**config.mk**
```make
export PLATFORM = sky130hd
export DESIGN_NAME = asr_seq_unit
export DESIGN_NICKNAME = d
export VERILOG_FILES = /design/src/rtl/asr_pkg.sv /design/src/rtl/asr_decode.sv /design/src/rtl/asr_shift_core.sv /design/src/rtl/asr_cycle_timer.sv /design/src/rtl/asr_seq_unit.sv
export SDC_FILE = /design/constraint.sdc
export NUM_CORES = 1
export LEC_CHECK = 0
export BUFFER_PORTS_ARGS = -buffer_cell sky130_fd_sc_hd__buf_4
export CAP_MARGIN = 20
export CORE_MARGIN = 2
export CORE_UTILIZATION = 50
export DETAILED_ROUTE_END_ITERATION = 10
export GPL_ROUTABILITY_DRIVEN = 0
export PLACE_DENSITY = 0.77
export SLEW_MARGIN = 20
export SYNTH_ARGS = -nofsm -noshare
export SYNTH_HDL_FRONTEND = slang
export SYNTH_SLANG_ARGS = --single-unit
```
**constraint.sdc**
```tcl
create_clock -name clk -period 3.7 [get_ports clk]
set_input_delay 0.37 -clock clk [delete_from_list [all_inputs] [get_ports clk]]
set_output_delay 0.37 -clock clk [all_outputs]
set_load 0.03 [all_outputs]
```
**src/rtl/asr_pkg.sv**
```systemverilog
package asr_pkg;

  typedef enum logic [1:0] {
    SZ_BYTE = 2'b00,
    SZ_WORD = 2'b01,
    SZ_LONG = 2'b10
  } opsize_e;

  typedef struct packed {
    logic x;
    logic n;
    logic z;
    logic v;
    logic c;
  } ccr_t;

  typedef enum logic {
    ST_IDLE = 1'b0,
    ST_RUN  = 1'b1
  } run_state_e;

endpackage

```
**src/rtl/asr_decode.sv**
```systemverilog
module asr_decode
  import asr_pkg::*;
#(
  parameter int CNT_W  = 6,
  parameter int IMM_W  = 3
) (
  input  logic             mem_mode_i,
  input  logic [15:0]      opcode_i,
  input  logic [CNT_W-1:0] count_low_i,
  output opsize_e          size_o,
  output logic [CNT_W-1:0] shamt_o
);

  localparam int IMM_ZERO_MEANS = 1 << IMM_W;

  logic [IMM_W-1:0] imm_field;
  logic             use_reg;

  assign imm_field = opcode_i[9 +: IMM_W];
  assign use_reg   = opcode_i[5];

  always_comb begin
    size_o  = SZ_LONG;
    shamt_o = '0;
    if (mem_mode_i) begin
      size_o  = SZ_WORD;
      shamt_o = CNT_W'(1);
    end else begin
      case (opcode_i[7:6])
        2'b00:   size_o = SZ_BYTE;
        2'b01:   size_o = SZ_WORD;
        default: size_o = SZ_LONG;
      endcase
      if (use_reg) begin
        shamt_o = count_low_i;
      end else if (imm_field == '0) begin
        shamt_o = CNT_W'(IMM_ZERO_MEANS);
      end else begin
        shamt_o = CNT_W'(imm_field);
      end
    end
  end

  logic unused_opcode_bits;
  assign unused_opcode_bits = ^{opcode_i[15:12], opcode_i[8], opcode_i[4:0]};

endmodule

```
**src/rtl/asr_shift_core.sv**
```systemverilog
module asr_shift_core
  import asr_pkg::*;
#(
  parameter int DATA_W = 32,
  parameter int CNT_W  = 6
) (
  input  opsize_e           size_i,
  input  logic [CNT_W-1:0]  shamt_i,
  input  logic [DATA_W-1:0] operand_i,
  input  logic              x_prev_i,
  output logic [DATA_W-1:0] result_o,
  output ccr_t              flags_o
);

  localparam int EXT_W = DATA_W + 1;

  logic                    sign;
  logic [DATA_W-1:0]       sext;
  logic signed [EXT_W-1:0] ext;
  logic signed [EXT_W-1:0] shifted;
  logic [DATA_W-1:0]       lane;
  logic                    last_out;
  logic                    moved;

  // sign-extend the active lane so one arithmetic shifter serves all sizes
  always_comb begin
    case (size_i)
      SZ_BYTE: begin
        sign = operand_i[7];
        sext = {{(DATA_W-8){operand_i[7]}}, operand_i[7:0]};
      end
      SZ_WORD: begin
        sign = operand_i[15];
        sext = {{(DATA_W-16){operand_i[15]}}, operand_i[15:0]};
      end
      default: begin
        sign = operand_i[DATA_W-1];
        sext = operand_i;
      end
    endcase
  end

  // a guard bit below the lane catches the last bit shifted out
  assign ext      = {sext, 1'b0};
  assign shifted  = ext >>> shamt_i;
  assign lane     = shifted[EXT_W-1:1];
  assign last_out = shifted[0];
  assign moved    = (shamt_i != '0);

  always_comb begin
    flags_o.v = 1'b0;
    flags_o.c = moved & last_out;
    flags_o.x = moved ? last_out : x_prev_i;
    case (size_i)
      SZ_BYTE: begin
        result_o  = {operand_i[DATA_W-1:8], lane[7:0]};
        flags_o.n = lane[7];
        flags_o.z = (lane[7:0] == 8'h00);
      end
      SZ_WORD: begin
        result_o  = {operand_i[DATA_W-1:16], lane[15:0]};
        flags_o.n = lane[15];
        flags_o.z = (lane[15:0] == 16'h0000);
      end
      default: begin
        result_o  = lane;
        flags_o.n = lane[DATA_W-1];
        flags_o.z = (lane == '0);
      end
    endcase
  end

  logic unused_sign;
  assign unused_sign = sign;

endmodule

```
**src/rtl/asr_cycle_timer.sv**
```systemverilog
module asr_cycle_timer #(
  parameter int TIME_W = 9
) (
  input  logic              clk,
  input  logic              rst_n,
  input  logic              load_i,
  input  logic [TIME_W-1:0] load_val_i,
  input  logic              en_i,
  output logic              last_o
);

  logic [TIME_W-1:0] cnt_q;
  logic [TIME_W-1:0] cnt_d;

  always_comb begin
    cnt_d = cnt_q;
    if (load_i) begin
      cnt_d = load_val_i;
    end else if (en_i && (cnt_q != '0)) begin
      cnt_d = cnt_q - TIME_W'(1);
    end
  end

  always_ff @(posedge clk or negedge rst_n) begin
    if (!rst_n) begin
      cnt_q <= '0;
    end else if (load_i || en_i) begin
      cnt_q <= cnt_d;
    end
  end

  assign last_o = en_i && (cnt_q == TIME_W'(1));

endmodule

```
**src/rtl/asr_seq_unit.sv**
```systemverilog
module asr_seq_unit
  import asr_pkg::*;
#(
  parameter int DATA_W     = 32,
  parameter int CNT_W      = 6,
  parameter int BASE_SHORT = 6,
  parameter int BASE_LONG  = 8
) (
  input  logic              clk,
  input  logic              rst_n,
  input  logic              start_i,
  input  logic              mem_mode_i,
  input  logic [15:0]       opcode_i,
  input  logic [DATA_W-1:0] dest_i,
  input  logic [DATA_W-1:0] count_reg_i,
  input  logic [15:0]       mem_word_i,
  input  logic              x_flag_i,
  output logic [DATA_W-1:0] result_o,
  output logic [4:0]        flags_o,
  output logic              done_o
);

  localparam int TIME_W = CNT_W + 3;

  run_state_e        state_q, state_d;
  logic [DATA_W-1:0] res_q, res_d;
  ccr_t              flg_q, flg_d;
  logic              done_q, done_d;
  logic              run_active;
  logic              accept;
  logic              last_cycle;

  opsize_e           size;
  logic [CNT_W-1:0]  shamt;
  logic [DATA_W-1:0] operand;
  logic [DATA_W-1:0] core_res;
  ccr_t              core_flg;
  logic [TIME_W-1:0] total_cycles;
  logic [TIME_W-1:0] timer_load;

  assign run_active = (state_q == ST_RUN);
  assign accept     = (state_q == ST_IDLE) && start_i;

  asr_decode #(.CNT_W(CNT_W)) decode_i (
    .mem_mode_i  (mem_mode_i),
    .opcode_i    (opcode_i),
    .count_low_i (count_reg_i[CNT_W-1:0]),
    .size_o      (size),
    .shamt_o     (shamt)
  );

  assign operand = mem_mode_i ? {{(DATA_W-16){1'b0}}, mem_word_i} : dest_i;

  asr_shift_core #(.DATA_W(DATA_W), .CNT_W(CNT_W)) core_i (
    .size_i    (size),
    .shamt_i   (shamt),
    .operand_i (operand),
    .x_prev_i  (x_flag_i),
    .result_o  (core_res),
    .flags_o   (core_flg)
  );

  // two cycles per bit moved on top of a size-dependent base
  assign total_cycles = ((size == SZ_LONG) ? TIME_W'(BASE_LONG) : TIME_W'(BASE_SHORT))
                      + TIME_W'({shamt, 1'b0});
  assign timer_load   = total_cycles - TIME_W'(1);

  asr_cycle_timer #(.TIME_W(TIME_W)) timer_i (
    .clk        (clk),
    .rst_n      (rst_n),
    .load_i     (accept),
    .load_val_i (timer_load),
    .en_i       (run_active),
    .last_o     (last_cycle)
  );

  always_comb begin
    state_d = state_q;
    res_d   = res_q;
    flg_d   = flg_q;
    done_d  = 1'b0;
    if (accept) begin
      state_d = ST_RUN;
      res_d   = core_res;
      flg_d   = core_flg;
    end else if (run_active && last_cycle) begin
      state_d = ST_IDLE;
      done_d  = 1'b1;
    end
  end

  always_ff @(posedge clk or negedge rst_n) begin
    if (!rst_n) begin
      state_q <= ST_IDLE;
      done_q  <= 1'b0;
    end else begin
      state_q <= state_d;
      done_q  <= done_d;
    end
  end

  always_ff @(posedge clk or negedge rst_n) begin
    if (!rst_n) begin
      res_q <= '0;
      flg_q <= '0;
    end else if (accept) begin
      res_q <= res_d;
      flg_q <= flg_d;
    end
  end

  assign result_o = res_q;
  assign flags_o  = flg_q;
  assign done_o   = done_q;

endmodule

```
==> reports/metrics.csv, run 1 <==
metric,value,unit
status,finished with violations,
failing checks,DRC,
DR iter-0 viols,1062,
final wirelength,18300,microns
gr usage total,0.321,
wire per inst,20.9,microns
reg2reg end,timer_i.cnt_q[7],
post-synthesis sequential area ratio,0.231,
CP startpoint kind,primary input,
"Design Area, Final",0.00605,sq mm
largest fanout on the critical path,13,
PD cells,464,mW/mm^2
Initial Utilization,0.520,
port bufs,101,
final setup fails,0,
synthesized area per cell,7.67,sq um
Synth Net Count,779,
DIE WIDTH,105,microns
Via Count,5982,
VDD IR max,0.000367,V
CTS tree,done,
die height,105,microns
Mapped Cells,665,
Leakage,0.00267,uW
Setup Buffers After CTS,0,
clk root buf,clkbuf_8,
largest net degree at the start of global routing,48,
"Clk pin slew, worst setup/hold paths",0.08,ns
Core Region,0.00982,sq mm
slack of the worst reg-to-reg path,1.37,ns
WS Path Type,primary input to flop,
CP max-delay cell,a2111oi_1,
worst hold-check path type,primary input to asynchronous set/reset pin,
Syn. warnings,0,
Post-DP HPWL,13900,microns
minimum clock period,3.38,ns
Pre-antenna DRT Iters,11,
"FF+latch count, synth",47,
Layout Cells excl Fill,876,
Clock Path Buffers,2,
max_cap viols,0,
Yosys cell types,84,
Reg2Reg Depth,8,
first-pass GRT wire length,28600,microns
Post-synth top flop,dfrtp_1,
"EDFF count, synth",0,
"most used cell, CP",nand2_1,
vias in the first global route,5556,
gr ovfl total,0,
Final Skew,0.00591,ns
RSZ-0062 raised after global routing,no,
final hold vios,0,
final worst path period share,0.913,
DP Area,0.00592,sq mm
Placed Cells incl. Taps,868,
setup TNS,0,ns
Detail Route Antenna Nets,0,
Async SR Flop Fraction,1.00,
clock sinks,47,
Cell Rows,36,
initial antenna violation count,1,
Worst Path Required,3.94,ns
crit end category,flop,
Max Fclk,0.296,GHz
"Hold-fix buffers, CTS",0,
Inserted Diodes,0,
Layout Nets,856,
Vias/cell,6.83,
Slew Limit Fails,0,
startpoint of the worst register-to-register path,timer_i.cnt_q[5],
worst skew pair latency,0.30,ns
total power,2810,uW
num ports,139,
# resized after CTS,0,
crit path DAT,3.62,ns
fraction of layout cells with a size suffix above 1,0.217,
Max-slew headroom,0.396,
DRC violations left,8,
post-synthesis cell area,0.00510,sq mm
htree depth,2,
slew at the pin closest to its max-slew limit,0.898,ns
CP max stage delay,0.80,ns
CTS Buf Count,5,
area growth from synthesis to layout,18.6,%
Die ar.,0.0110,sq mm
CP cell instances,"buf_4, mux2i_1, nor2_1, inv_2, nand2_1, o22ai_2, a21oi_1, a2111oi_1, nand2_1, o31ai_1, and3_1",
number of fill cells,915,
-- stage by stage --
step                hold slack, ns  setup slack (ns)   util
floorplan                   0.0744             0.671      -
global placement             0.399             0.278  0.603
detailed placement           0.404             0.237  0.603
CTS                         0.0686             0.553  0.615
global route                0.0913             0.263  0.616
finish                      0.0532             0.322  0.616
-- cells in the mapped netlist (7+ instances only) --
master | count | share of area
nor3_1 | 23 | 0.023
inv_1 | 12 | 0.0088
clkbuf_1 | 27 | 0.020
o221ai_1 | 9 | 0.015
dfrtp_1 | 47 | 0.23
mux2i_1 | 43 | 0.084
o31ai_1 | 7 | 0.010
nand2_1 | 81 | 0.060
a22oi_1 | 7 | 0.010
nand3_1 | 19 | 0.019
o22ai_1 | 7 | 0.0086
o21ai_0 | 65 | 0.064
o211ai_1 | 11 | 0.016
ha_1 | 12 | 0.029
buf_2 | 13 | 0.013
a21oi_1 | 42 | 0.041
a211oi_1 | 15 | 0.022
nor2_1 | 62 | 0.046
-- area by class of cell --
class,count,area [sq um],share of cell area
Tap cell,133,166,0.0275
Sequential cell,47,1180,0.194
Inverter,18,67.6,0.0112
Clock buffer,6,82.6,0.0137
Timing Repair Buffer,119,893,0.148
Multi-Input combinational cell,551,3630,0.600
Clock inverter,2,35.0,0.00579
-- metal layers --
metal,part of all wire,GRT usage,vias to the layer above
li1,-,-,2673
met1,0.39,0.433,2675
met2,0.42,0.480,506
met3,0.14,0.0942,128
met4,0.054,0.133,0
met5,0,0,-
-- cells by family (layout without fill, tap and decap cells) --
family                     count (synthesis)  after routing  synth area share
AOI/OAI and AO/OA                        239            239             0.318
muxes                                     59             59             0.134
and+or+nand+nor                          232            232             0.211
DFF                                       47             47             0.231
adders and majority gates                 13             13            0.0333
other                                      1              1          0.000735
xor gates and xnor gates                   7              7            0.0120
buffers and inverters                     67            145            0.0606
-- power by group --
part           leakage, uW  internal, uW  switching, uW
clock network    0.0000612           219            169
logic              0.00202           588            955
registers         0.000594           726            153
-- worst max-delay path by stage --
stage	from	to
after floorplan	opcode_i[5]	timer_i.cnt_q[7]
after global placement	opcode_i[6]	flags_o[2]
after detailed placement	opcode_i[6]	flags_o[2]
after CTS	opcode_i[6]	flags_o[2]
after global routing	opcode_i[5]	flags_o[2]
final	opcode_i[5]	flags_o[2]
-- state kept, by name (all words and copies together) (netlist names) --
name and flops:
done_o 1, flags_o 4, result_o 32, run_active 1, timer_i.cnt_q 9
-- cells in the final DEF, fill, tap and decap left out, types with 15 or more instances in the layout --
| master | n |
|---|---|
| nor2_1 | 62 |
| a21oi_1 | 42 |
| nor3_1 | 23 |
| mux2i_1 | 43 |
| o21ai_0 | 65 |
| buf_4 | 119 |
| dfrtp_1 | 47 |
| a211oi_1 | 15 |
| nand2_1 | 81 |
| nand3_1 | 19 |
-- worst max-delay path, delay by kind of cell --
family	cells	cell delay [ns]
buf+inv	2	0.40
mux	1	0.52
compound gates	4	1.51
simple gates	4	0.81
No activity file was read; power rests on OpenSTA's default activity.
==> run 2: changes to the inputs <==
--- a/config.mk
+++ b/config.mk
@@ -5,13 +5,14 @@
 export SDC_FILE = /design/constraint.sdc
 export NUM_CORES = 1
 export LEC_CHECK = 0
+export ABC_AREA = 1
 export BUFFER_PORTS_ARGS = -buffer_cell sky130_fd_sc_hd__buf_4
 export CAP_MARGIN = 20
 export CORE_MARGIN = 2
 export CORE_UTILIZATION = 50
 export DETAILED_ROUTE_END_ITERATION = 10
 export GPL_ROUTABILITY_DRIVEN = 0
-export PLACE_DENSITY = 0.77
+export PLACE_DENSITY = 0.76
 export SLEW_MARGIN = 20
 export SYNTH_ARGS = -nofsm -noshare
 export SYNTH_HDL_FRONTEND = slang
==> run 2 against run 1 <==
  * The flow now finishes without violations
  * Clock-buffer cell count down 1
  * Non-clock buffer count decreased by 2
  * Die area grew 4.6%
  * Power rose by 8.2%
  * Final cell count rose by 27%
  * Utilization is 2.2 points lower
  * Worst setup slack improved by 0.51 ns
  * Critical path depth grew 7
  * Design area rose by 1.8%
  * Synthesized cell count increased by 37%
  * Sequential power down 0.7%
  * Critical endpoint unchanged
==> reports/metrics.csv, run 2 <==
metric,value,unit,change
status,"finished, final reports clean",,
Synth Net Count,1024,,+31%
Pre-antenna DRT Iters,5,,-6
share of the synthesized area in the top cell type,0.225,,-0.00508
"most used cell, CP",nand2_1,,
top-count cell post-synth,nand2_1,,
Yosys cell types,45,,-46%
max FFs per register,32,,unchanged
final hold vios,0,,unchanged
Async SR Flop Fraction,1.00,,unchanged
htree depth,2,,unchanged
most frequent cells in the layout,"nand2_1, nand3_1, buf_4, nor2_1, dfrtp_1",,
post-synthesis sequential area ratio,0.220,,-0.0105
gr usage total,0.305,,-0.0166
largest area contributor in the netlist,nand2_1,,
vias in the first global route,5792,,+4.2%
worst hold-check path type,primary input to asynchronous set/reset pin,,
DRC violations left,0,,-8
ranking of synthesized cells by area,"nand2_1, dfrtp_1, nand3_1",,
"leading cell type in the layout, fill and taps excluded",nand2_1,,
clock sinks,47,,unchanged
wire per inst,15.1,microns,-28%
Switching Share,0.480,,+0.0251
largest net degree at the start of global routing,48,,unchanged
slew at the pin closest to its max-slew limit,0.802,ns,-0.0959 ns
Final Skew,0.00666,ns,+0.000751 ns
CP startpoint kind,primary input,,
CTS tree,done,,
max_cap viols,0,,unchanged
Initial Utilization,0.515,,-0.00418
Inserted Diodes,0,,unchanged
CP max-delay cell,nand2_1,,
RSZ-0062 raised after global routing,no,,
setup ws final,0.827,ns,+0.506 ns
Max Fclk,0.348,GHz,+18%
clk root buf,clkbuf_8,,
fraction of layout cells with a size suffix above 1,0.169,,-0.0476
largest fanout on the critical path,26,,+13
Layout Nets,1089,,+27%
Slew Limit Fails,0,,unchanged
initial antenna violation count,0,,-1
dpl ws,0.536,ns,+0.300 ns
CTS Buf Count,5,,unchanged
Comb pwr share,0.578,,+0.029
post-synthesis cell area,0.00535,sq mm,+4.8%
PD cells,494,mW/mm^2,+6.3%
worst skew pair latency,0.32,ns,+0.02 ns
num ports,139,,unchanged
Core Region,0.0104,sq mm,+5.6%
crit path DAT,3.13,ns,-0.49 ns
Clk pwr share,0.135,,-0.003
Mapped Cells,910,,+37%
final setup fails,0,,unchanged
final wirelength,16700,microns,-8.6%
CP max stage delay,0.51,ns,-0.29 ns
die height,107,microns,+2.3%
Psw,1460,uW,+14%
CP cell instances,"buf_4, inv_6, buf_4, nand2_1, nand2_1, nand2_4, nand2_1, inv_2, nand2_2, nand2_1, inv_1, a21oi_2, nand3_1, nor2_1, nand2_1, nor2_1, nand3_1, nand2_1",,
Via Count,6274,,+4.9%
WS Path Type,primary input to flop,,
"EDFF count, synth",0,,unchanged
Vias/cell,5.64,,-17%
Leakage,0.00337,uW,+26%
"FF+latch count, synth",47,,unchanged
"Hold-fix buffers, CTS",0,,unchanged
Setup Buffers After CTS,0,,unchanged
minimum clock period,2.87,ns,-0.506 ns
Syn. warnings,0,,unchanged
Die ar.,0.0115,sq mm,+4.6%
crit end category,flop,,
port bufs,101,,unchanged
area growth from synthesis to layout,15.2,%,
DIE WIDTH,107,microns,+2.3%
gr ovfl total,0,,unchanged
Post-synth top flop,dfrtp_1,,
# resized after CTS,0,,unchanged
final worst path period share,0.776,,-0.137
setup TNS,0,ns,unchanged
Detail Route Antenna Nets,0,,unchanged
Worst Path Required,3.95,ns,about the same
Post-DP HPWL,12900,microns,-7.1%
synthesized area per cell,5.87,sq um,-23%
Post-synth top cells,"nand2_1, nand3_1, nor2_1",,
"Clk pin slew, worst setup/hold paths",0.11,ns,+0.03 ns
Cell Rows,37,,+2.8%
VDD IR max,0.000278,V,-24%
Max-slew headroom,0.464,,+0.0678
first-pass GRT wire length,28400,microns,-0.56%
sequential power share,0.287,,-0.026
DR iter-0 viols,618,,-42%
Clock Path Buffers,2,,unchanged
Power Internal,1580,uW,+3.2%
-- run 2: final timing paths --
| check | slack (ns) | endpoint | startpoint | cells after the start |
|---|---|---|---|---|
| worst max-delay path | 0.83 | flags_o[2] | mem_mode_i | 18 |
| worst min-delay path | 0.04 | result_o[19] | rst_n | 1 |
| worst max register to register | 1.46 | timer_i.cnt_q[4] | timer_i.cnt_q[0] | 11 |
| worst min register to register | 0.50 | result_o[2] | result_o[2] | 2 |
| max in group asynchronous | 3.23 | timer_i.cnt_q[5] | rst_n | 1 |
| min in group clk | 0.31 | run_active | start_i | 3 |
-- run 2: layout make-up --
| class | instances | area, sq um |
|---|---|---|
| Fill cell | 1111 | 4210 |
| Multi-Input combinational cell | 756 | 3630 |
| Sequential cell | 47 | 1180 |
| Timing Repair Buffer | 117 | 878 |
| Inverter | 48 | 185 |
| Tap cell | 136 | 170 |
| Clock buffer | 5 | 68.8 |
| Clock inverter | 3 | 46.3 |
-- run 2: cell families (layout without fill, tap and decap cells) --
kind of cell / after synthesis / after routing / synth area share
AO/OA/AOI/OAI: 98 / 98 / 0.108
XOR/XNOR: 5 / 5 / 0.00819
adder cells (fa/ha/maj): 13 / 13 / 0.0318
buffers and inverters: 107 / 173 / 0.101
flip-flops: 47 / 47 / 0.220
other: 1 / 1 / 0.000702
AND/OR/NAND/NOR: 639 / 639 / 0.530
-- run 2: routing by layer --
layer / share of wire / vias up / wire [microns] / global-route usage
met5: 0 / - / 0 / 0
li1: - / 3155 / - / -
met3: 0.074 / 42 / 1230 / 0.0266
met4: 0.040 / 0 / 669 / 0.132
met1: 0.43 / 2803 / 7240 / 0.403
met2: 0.45 / 274 / 7610 / 0.508
-- run 2: power by group through the flow --
stage          logic [uW]  clock network, uW  registers, uW
2_1_floorplan         845                  0           1210
6_report             1760                410            873
4_1_cts              1750                412            877
3_5_place_dp         1740                  0            888
3_3_place_gp         1730                  0            876
5_1_grt              1940                440            904
-- run 2: through the flow --
step / util / cells / hold WS [ns] / area [sq um] / power [uW]
after floorplan: - / 910 / 0.0744 / 5350 / 2060
after global placement: 0.583 / 1104 / 0.412 / 6040 / 2610
after detailed placement: 0.583 / 1104 / 0.418 / 6040 / 2630
after CTS: 0.594 / 1112 / 0.0681 / 6160 / 3040
after global routing: 0.594 / 1112 / 0.0987 / 6160 / 3290
final: 0.594 / 1112 / 0.0447 / 6160 / 3040
-- run 2: critical path: cells and delay by family --
| kind | cells | cell delay (ns) |
|---|---|---|
| buffers and inverters | 5 | 0.88 |
| and+or+nand+nor | 12 | 1.70 |
| AOI/OAI and AO/OA | 1 | 0.16 |
==> run 3: changes to the inputs <==
--- a/config.mk
+++ b/config.mk
@@ -12,7 +12,7 @@
 export CORE_UTILIZATION = 50
 export DETAILED_ROUTE_END_ITERATION = 10
 export GPL_ROUTABILITY_DRIVEN = 0
-export PLACE_DENSITY = 0.76
+export PLACE_DENSITY = 0.79
 export SLEW_MARGIN = 20
 export SYNTH_ARGS = -nofsm -noshare
 export SYNTH_HDL_FRONTEND = slang
==> constraint.sdc (replaced) <==
create_clock -name clk -period 2.6 [get_ports clk]
set_input_delay 0.26 -clock clk [delete_from_list [all_inputs] [get_ports clk]]
set_output_delay 0.26 -clock clk [all_outputs]
set_load 0.03 [all_outputs]
==> run 3 against run 2 <==
  * Die area unchanged
  * Hold slack improved by 0.14 ns
  * Final cell count increased by 3.5%
  * Worst setup slack got worse by 0.58 ns
  * Register-to-register slack got worse by 1.1 ns
  * Clock-buffer cell count unchanged
  * Highest routed layer unchanged
==> reports/metrics.csv, run 3 (synthesis results as in run 2) <==
metric,value,unit,change
startpoint of the worst register-to-register path,timer_i.cnt_q[1],,
Die ar.,0.0115,sq mm,unchanged
final hold vios,0,,unchanged
crit end category,flop,,
PD cells,678,mW/mm^2,+37%
Final Skew,0.00385,ns,-0.00281 ns
port bufs,101,,unchanged
gr ovfl total,0,,unchanged
vias in the first global route,5967,,+3.0%
final wirelength,17000,microns,+1.7%
Reg2Reg Depth,11,,unchanged
WS Path Type,primary input to flop,,
RSZ-0062 raised after global routing,no,,
worst skew pair latency,0.31,ns,about the same
DRC violations left,0,,unchanged
Core Region,0.0104,sq mm,unchanged
status,"finished, final reports clean",,
Via Count,6458,,+2.9%
largest net degree at the start of global routing,48,,unchanged
most frequent cells in the layout,"nand2_1, nand3_1, buf_4, nor2_1, dfrtp_1",,
DR iter-0 viols,502,,-19%
clk root buf,clkbuf_8,,
Setup Buffers After CTS,0,,unchanged
Clock Path Buffers,2,,unchanged
Detail Route Antenna Nets,0,,unchanged
die height,107,microns,unchanged
CP cell instances,"buf_4, inv_6, nand2_2, nor2_4, buf_4, nand4_2, nand3_1, nand3_1, nand3_1, nand2_1, o21ai_1, nand3_1, nor2_1, nand2_1, nor2_1, nand3_1, nand2_1",,
CP max-delay cell,buf_4,,
uppermost layer routed,met4,,
minimum clock period,2.35,ns,
htree depth,2,,unchanged
final setup fails,0,,unchanged
Post-DP HPWL,13600,microns,+5.2%
max_cap viols,0,,unchanged
Leakage,0.00358,uW,+6.4%
HP Start,start_i,,
WHS,0.185,ns,+0.140 ns
CP startpoint kind,primary input,,
Layout Nets,1128,,+3.6%
Vias/cell,5.61,,-0.55%
Max Fclk,0.425,GHz,
final worst path period share,0.904,,
"Clk pin slew, worst setup/hold paths",0.10,ns,about the same
multi-input logic area,0.00364,sq mm,+0.14%
"leading cell type in the layout, fill and taps excluded",nand2_1,,
Slew Limit Fails,0,,unchanged
met3 wire length,1310,microns,+6.7%
gr usage total,0.302,,-0.00286
reg2reg end,timer_i.cnt_q[4],,
num ports,139,,unchanged
slew at the pin closest to its max-slew limit,0.604,ns,-0.198 ns
max FFs per register,32,,unchanged
first-pass GRT wire length,27800,microns,-1.9%
area growth from synthesis to layout,22.0,%,
setup TNS,0,ns,unchanged
CP max stage delay,0.25,ns,-0.26 ns
WL met1,7130,microns,-1.5%
VDD IR max,0.000384,V,+38%
hold path cells,3,,
initial antenna violation count,0,,unchanged
Min-Delay Endpoint,run_active,,
Worst Path Required,2.86,ns,-1.09 ns
largest fanout on the critical path,15,,-42%
wire length on met2,7580,microns,-0.34%
number of fill cells,1054,,-5.1%
slack of the worst reg-to-reg path,0.40,ns,-1.06 ns
clock sinks,47,,unchanged
wire per inst,14.8,microns,-1.7%
Inserted Diodes,0,,unchanged
CTS Buf Count,5,,unchanged
DIE WIDTH,107,microns,unchanged
CTS tree,done,,
Pre-antenna DRT Iters,5,,unchanged
"most used cell, CP",nand3_1,,
register area,0.00118,sq mm,unchanged
worst hold-check path type,primary input to flop,,
crit path DAT,2.61,ns,-0.52 ns
fraction of layout cells with a size suffix above 1,0.201,,+0.0319
Cell Rows,37,,unchanged
Initial Utilization,0.515,,unchanged
Max-slew headroom,0.597,,+0.133
==> run 3: worst max-delay path by stage <==
stage	end	start	slack (ns)
floorplan	timer_i.cnt_q[8]	mem_mode_i	0.01
global placement	flags_o[2]	mem_mode_i	0.04
detailed placement	timer_i.cnt_q[7]	mem_mode_i	-0.005
CTS	flags_o[2]	mem_mode_i	0.32
global route	flags_o[2]	mem_mode_i	0.09
finish	flags_o[2]	mem_mode_i	0.25
==> run 3: worst max-delay path, delay by kind of cell <==
family / cells / cell delay (ns)
and+or+nand+nor: 13 / 1.58
buffers and inverters: 3 / 0.55
AOI/OAI and AO/OA: 1 / 0.22
==> run 3: layer usage <==
metal,vias to the layer above,track usage
met5,-,0
met4,0,0.172
met3,63,0.0418
met2,313,0.488
met1,2843,0.386
li1,3239,-
==> run 3: area by class of cell <==
| class | instances | area share |
|---|---|---|
| Sequential cell | 47 | 0.180 |
| Clock inverter | 3 | 0.00710 |
| Tap cell | 136 | 0.0261 |
| Inverter | 48 | 0.0284 |
| Clock buffer | 5 | 0.0106 |
| Timing Repair Buffer | 156 | 0.190 |
| Multi-Input combinational cell | 756 | 0.558 |
==> run 3: power by group <==
group	internal [uW]	switching [uW]	leakage, uW	total, uW
clock	290	291	0.0000548	582
sequential	1050	188	0.000591	1240
combinational	983	1620	0.00294	2600
==> run 3: per-stage QoR <==
stage / instances / total power [uW] / area [sq um] / util / worst slack [ns]
after floorplan: 910 / 2930 / 5350 / - / 0.00970
after global placement: 1142 / 3780 / 6390 / 0.616 / 0.0439
after detailed placement: 1142 / 3840 / 6390 / 0.616 / -0.00505
after CTS: 1151 / 4410 / 6520 / 0.628 / 0.323
after global routing: 1151 / 4740 / 6520 / 0.629 / 0.0886
final: 1151 / 4420 / 6520 / 0.629 / 0.249
==> run 3: timing repair <==
action | in CTS | in global routing
gates resized for setup | 0 | 1
endpoints found under the hold margin | 47 | 0
endpoints found under the setup margin | 0 | 1
hold buffers | 1 | 0
